<file path="config.mk">
export PLATFORM = sky130hd
export DESIGN_NAME = flash_erase_ctl
export DESIGN_NICKNAME = d
export VERILOG_FILES = /design/src/rtl/flash_erase_ctl.sv
export SDC_FILE = /design/constraint.sdc
export NUM_CORES = 1
export LEC_CHECK = 0
export BUFFER_PORTS_ARGS = -buffer_cell sky130_fd_sc_hd__buf_2
export CAP_MARGIN = 20
export CORE_ASPECT_RATIO = 0.5
export CORE_UTILIZATION = 30
export CTS_CLUSTER_DIAMETER = 40
export DETAILED_ROUTE_END_ITERATION = 8
export HOLD_SLACK_MARGIN = 0.12
export PLACE_DENSITY = 0.46
export SLEW_MARGIN = 30
export SYNTH_ARGS = -nofsm -noshare
export SYNTH_HDL_FRONTEND = slang
export SYNTH_SLANG_ARGS = --single-unit
</file>
<file path="constraint.sdc">
create_clock -name clk -period 3.2 [get_ports clk]
set_input_delay 0.64 -clock clk [delete_from_list [all_inputs] [get_ports clk]]
set_output_delay 0.64 -clock clk [all_outputs]
set_load 0.01 [all_outputs]
</file>
<file path="src/rtl/flash_erase_ctl.sv">
module flash_erase_ctl #(
  parameter int NBLK      = 4,
  parameter int WPB       = 8,
  parameter int DW        = 8,
  parameter int PHASE_CYC = 6,
  parameter int PROG_CYC  = 3
) (
  input  logic                            clk,
  input  logic                            rst_n,
  input  logic                            bus_we,
  input  logic [$clog2(NBLK*WPB)-1:0]     bus_addr,
  input  logic [DW-1:0]                   bus_wdata,
  output logic [DW-1:0]                   bus_rdata,
  input  logic                            vpp_ok,
  input  logic                            inj_fail
);
  localparam int NW   = NBLK * WPB;
  localparam int AW   = $clog2(NW);
  localparam int BW   = $clog2(NBLK);
  localparam int OW   = $clog2(WPB);
  localparam int CMAX = (PHASE_CYC > PROG_CYC) ? PHASE_CYC : PROG_CYC;
  localparam int CW   = $clog2(CMAX + 1);

  typedef enum logic [2:0] {W_IDLE, W_ERASE, W_SUSP, W_PROG, W_SPROG} wsm_t;
  typedef enum logic [1:0] {C_IDLE, C_ESET, C_PSET} cui_t;

  wsm_t            wsm;
  cui_t            cui;
  logic [DW-1:0]   mem [NW];
  logic [1:0]      ph;
  logic [CW-1:0]   cnt;
  logic [BW-1:0]   sblk;
  logic [AW-1:0]   paddr;
  logic [DW-1:0]   pdata;
  logic            susp_req, mode_arr, e5, e4, e3;
  logic            blk_ok;
  logic [7:0]      status;

  wire [7:0]    cmd    = bus_wdata[7:0];
  wire [BW-1:0] ablk   = bus_addr[AW-1 -: BW];
  wire          ready  = (wsm == W_IDLE) || (wsm == W_SUSP);
  wire          susp   = (wsm == W_SUSP) || (wsm == W_SPROG);
  wire          accept = bus_we && ready;
  wire          ph_end = (cnt == CW'(PHASE_CYC - 1));
  wire          pr_end = (cnt == CW'(PROG_CYC - 1));

  assign status = {ready, susp, e5, e4, e3, 3'b000};

  always_comb begin
    blk_ok = 1'b1;
    for (int i = 0; i < WPB; i++)
      if (mem[{sblk, OW'(i)}] != '1) blk_ok = 1'b0;
  end

  always_comb begin
    if (mode_arr && !(susp && ablk == sblk)) bus_rdata = mem[bus_addr];
    else                                     bus_rdata = DW'(status);
  end

  always_ff @(posedge clk or negedge rst_n) begin
    if (!rst_n) begin
      wsm <= W_IDLE;
      cui <= C_IDLE;
      ph <= '0;
      cnt <= '0;
      sblk <= '0;
      paddr <= '0;
      pdata <= '0;
      susp_req <= 1'b0;
      mode_arr <= 1'b1;
      e5 <= 1'b0;
      e4 <= 1'b0;
      e3 <= 1'b0;
      for (int i = 0; i < NW; i++) mem[i] <= '1;
    end else begin
      case (wsm)
        W_ERASE: begin
          if (ph_end) begin
            cnt <= '0;
            case (ph)
              2'd0: for (int i = 0; i < WPB; i++) mem[{sblk, OW'(i)}] <= '0;
              2'd1: for (int i = 0; i < WPB; i++) mem[{sblk, OW'(i)}] <= '1;
              default: ;
            endcase
            if (ph == 2'd2) begin
              if (inj_fail || !blk_ok) e5 <= 1'b1;
              wsm <= W_IDLE;
              ph <= '0;
              susp_req <= 1'b0;
            end else begin
              ph <= ph + 2'd1;
              if (susp_req) begin
                wsm <= W_SUSP;
                susp_req <= 1'b0;
              end
            end
          end else begin
            cnt <= cnt + 1'b1;
          end
          if (bus_we && cmd == 8'hB0) susp_req <= 1'b1;
        end
        W_PROG, W_SPROG: begin
          if (pr_end) begin
            mem[paddr] <= mem[paddr] & pdata;
            cnt <= '0;
            wsm <= (wsm == W_SPROG) ? W_SUSP : W_IDLE;
          end else begin
            cnt <= cnt + 1'b1;
          end
        end
        default: ;
      endcase

      if (accept) begin
        case (cui)
          C_ESET: begin
            cui <= C_IDLE;
            if (cmd != 8'hD0) begin
              e5 <= 1'b1;
              e4 <= 1'b1;
            end else if (!vpp_ok) begin
              e5 <= 1'b1;
              e3 <= 1'b1;
            end else begin
              sblk <= ablk;
              wsm <= W_ERASE;
              ph <= '0;
              cnt <= '0;
            end
          end
          C_PSET: begin
            cui <= C_IDLE;
            if (susp && ablk == sblk) begin
              e4 <= 1'b1;
            end else if (!vpp_ok) begin
              e4 <= 1'b1;
              e3 <= 1'b1;
            end else begin
              paddr <= bus_addr;
              pdata <= bus_wdata;
              cnt <= '0;
              wsm <= susp ? W_SPROG : W_PROG;
            end
          end
          default: begin
            case (cmd)
              8'h20: begin
                mode_arr <= 1'b0;
                if (susp) begin
                  e5 <= 1'b1;
                  e4 <= 1'b1;
                end else begin
                  cui <= C_ESET;
                end
              end
              8'h40: begin
                mode_arr <= 1'b0;
                cui <= C_PSET;
              end
              8'h50: begin
                e5 <= 1'b0;
                e4 <= 1'b0;
                e3 <= 1'b0;
              end
              8'hFF: mode_arr <= 1'b1;
              8'hD0: begin
                if (susp) begin
                  wsm <= W_ERASE;
                  mode_arr <= 1'b0;
                  susp_req <= 1'b0;
                end else begin
                  e5 <= 1'b1;
                  e4 <= 1'b1;
                end
              end
              8'hB0: ;
              default: begin
                e5 <= 1'b1;
                e4 <= 1'b1;
              end
            endcase
          end
        endcase
      end
    end
  end
endmodule


</file>
==> metrics.csv <==
stage,metric,value,unit
global_route,initial antenna violation count,1,
synthesis,number of nets in the synthesized netlist,1831,
floorplan,number of top-level design ports,26,
synthesis,number of distinct library cells after synthesis,66,
pwr,PwrDens,766,nW/um2
worst_setup_path,depth of the worst register-to-register path,7,
timing,Final setup violation count,0,
clock_tree,clock tree from TritonCTS,done,
worst_setup_path,Worst R2R Start,paddr[0],
layout,Finished Core Util,0.367,
timing,Worst-Margin Slew,989,ps
synthesis,number of warning messages in the yosys log,0,
global_route,pin count of the biggest net entering global routing,69,
synthesis,number of synthesized flops with an enable pin,0,
synthesis,most instantiated library cell after synthesis,nor2_1,
route,number of nets with antenna violations after routing,0,
pwr,worst supply voltage drop on vdd,0.000344,V
route,Post-route DRC,0,
synthesis,mux contribution to synthesized area,0.199,
floorplan,die extent in y,174,um
worst_setup_path,delay of the slowest critical-path stage,530,ps
worst_setup_path,number of buffer and inverter stages on the critical path,4,
worst_setup_path,critical path required time,2560,ps
synthesis,largest family of logic cells by synthesized area,simple AND/OR/NAND/NOR gates,
timing,maximum clock frequency,316,MHz
job,Max-cap violations,0,
synthesis,netlist area before placement,17700,um2
worst_setup_path,category of cells accounting for the largest share of critical-path delay,multiplexers,
placed_design,global placer's final weighted congestion,0.974,
worst_setup_path,sort of element at the start of the critical path,input port,
synthesis,Synth top area share,0.382,
global_route,met2 demand-to-capacity share in global routing,0.332,
worst_setup_path,destination of the critical timing path,bus_rdata[2],
pwr,Pleak,0.00750,uW
worst_setup_path,maximum fanout along the worst path,11,
status,run status,"finished, final reports clean",
global_route,vias in the first global route,15400,
worst_setup_path,library cell appearing most often on the critical path,mux4_2,
global_route,GRT Residual Overflow,0,
timing,Relative slew margins,0.340,
global_route,gr usage total,0.259,
route,post-detailed-routing wire length,78400,um
clock_tree,hold buffer count at CTS,0,
synthesis,cell type with the largest total area after synthesis,dfstp_2,
clock_tree,clk_lat worst skew,550,ps
worst_setup_path,crit path DAT,2520,ps
floorplan,initial core utilization,0.306,
floorplan,Core Box Area,57800,um2
layout,count of nets after finishing,1934,
timing,Hold WS,329,ps
worst_setup_path,cell breakdown of the critical path,"buf_16, buf_12, buf_4, mux4_2, mux4_2, mux2i_2, nor2_1, buf_2",
synthesis,most used flip-flop cell after synthesis,dfstp_2,
route,iteration-0 DRC count of the detailed router,2537,
floorplan,die outline width,345,um
layout,relative area change from synthesis to final layout,20.0,%
global_route,most used routing layer in global routing,met1,
floorplan,Placement Rows,62,
synthesis,Async SR Flop Fraction,1.00,
clock_tree,clock buffers created by TritonCTS,41,
synthesis,Synth Instances,1811,
synthesis,share of the synthesized netlist area taken by xor and xnor gates,0.000991,
floorplan,overall die area,59900,um2
timing,Final Hold Fails,0,
worst_setup_path,slack of the worst reg-to-reg path,240,ps
clock_tree,CTS sink cnt,286,
synthesis,"Avg Cell Area, Syn",9.76,um2
timing,max-slew violation count,0,
worst_setup_path,cell with the biggest individual delay on the critical path,mux4_2,
synthesis,complex-gate fraction of the synthesized area,0.131,
timing,unrepaired setup endpoints after global routing,true,
global_route,met3 GRT Util,0.0858,
global_route,met1 Track Usage GR,0.408,
worst_hold_path,worst min-delay path class,in2async,
timing,skew final,16.9,ps
synthesis,"area fraction in and, or, nand and nor cells after synthesis",0.207,
route,routed len/inst,28.9,um
clock_tree,number of H-tree branching levels,2,
global_route,wire length of the first global-routing pass,113000,um
clock_tree,Clock Path Buffers,3,
timing,ratio of final minimum period to clock period,0.988,
route,via density per instance,5.97,
route,total number of vias,16200,
synthesis,most area-consuming cells after synthesis,"dfstp_2 (38%), mux4_2 (18%), a21oi_1 (8.5%)",
placed_design,Port Buffer Count,25,
synthesis,Adder-Cell Fraction of Synth Area,0.00142,
layout,ratio of cells with drive above 1 in the final layout,0.378,
pwr,Tot Pwr,16200,uW
clock_tree,clock slew seen by the registers of the worst setup and hold paths,60,ps
synthesis,sequential share of the synthesized area,0.423,
route,drt pass-1 iters,6,
placed_design,placed wire-length estimate after detailed placement,57800,um
clock_tree,master cell of the clock root buffer,clkbuf_16,
timing,min Tclk post-route,3160,ps
worst_setup_path,"logic depth of the worst path, buffers included",8,
worst_setup_path,type of the setup path with the least slack,in2out,
timing,TNS Setup,0,ps
synthesis,Synth top cells by count,"nor2_1 (319), a21oi_1 (300), nand2_1 (280)",
worst_setup_path,critical path startpoint,bus_addr[0],
worst_setup_path,type of destination of the critical path,primary output,
synthesis,number of register bits inferred by synthesis,286,
## kinds of logic (layout without fill, tap and decap cells)
group	Yosys count	after routing
flops	286	286
compound gates	404	404
other cells	0	2
mux	169	169
buf+inv	134	267
fa+ha+maj	2	2
xor+xnor	2	2
simple gates	814	814
## cell type report
| cell class | instances | area (um2) |
|---|---|---|
| fill | 5696 | 36600 |
| tap | 768 | 961 |
| inverter | 11 | 41.3 |
| clock buffer | 56 | 1160 |
| sequential | 286 | 7480 |
| clock inverter | 17 | 234 |
| antenna | 2 | 5.00 |
| timing repair buffer | 183 | 1630 |
| multi-input combinational | 1391 | 9690 |
## power breakdown
| part | switching [uW] | internal, uW |
|---|---|---|
| Clock | 1770 | 2960 |
| Combinational | 2670 | 2140 |
| Sequential | 1740 | 4970 |
| Total | 6180 | 10100 |
## worst min path at each step
stage / slack, ps / cells after the start / to / start
floorplan: 340 / 0 / cnt[0] / rst_n
global placement: 470 / 1 / pdata[5] / pdata[5]
detailed placement: 480 / 1 / pdata[3] / pdata[3]
CTS: 370 / 1 / async pin / rst_n
global route: 390 / 1 / async pin / rst_n
finish: 330 / 1 / async pin / rst_n
## per-stage QoR
step | setup slack, ps | std cells | cell area [um2]
final | 37.7 | 2714 | 21200
after global routing | -4.12 | 2712 | 21200
after CTS | 19.3 | 2707 | 21100
after detailed placement | -157 | 2632 | 19600
after global placement | -144 | 2632 | 19600
after floorplan | 134 | 1811 | 17700
## cell usage in the layout, fill, tap and decap left out, types with 6 or more instances in the layout
cell       netlist  final
nand2b_1         7      7
dfstp_2        257    257
clkinv_2         0      6
nand4_1         54     54
dfrtp_1         29     26
and2_1          11     11
buf_4            6    136
clkbuf_1        28      9
a22oi_1         22     22
buf_12           0     16
o21ai_0         17     15
a21oi_1        300    300
nor3_1           9      9
and2b_1          7      7
nor4_1          16     16
nor2_2          32     32
nand2_1        280    279
mux2_1          11     11
buf_2           81     23
mux4_2         144    144
inv_1           11     11
clkbuf_16        0     45
nand3_1         12     12
nor2b_1         24     24
nor2_1         319    319
a21oi_2         16     16
## per-layer routing
layer,wire [um],up-vias
li1,-,6775
met1,36200,8222
met2,30000,1044
met3,10400,160
met4,1790,0
met5,0,-
## timing repair
item                       CTS  global route
setup buffers                0             3
setup endpoints to repair    8             6
gates resized for setup     12             6
cloned                       2             2
(Power assumes the default switching activity.)
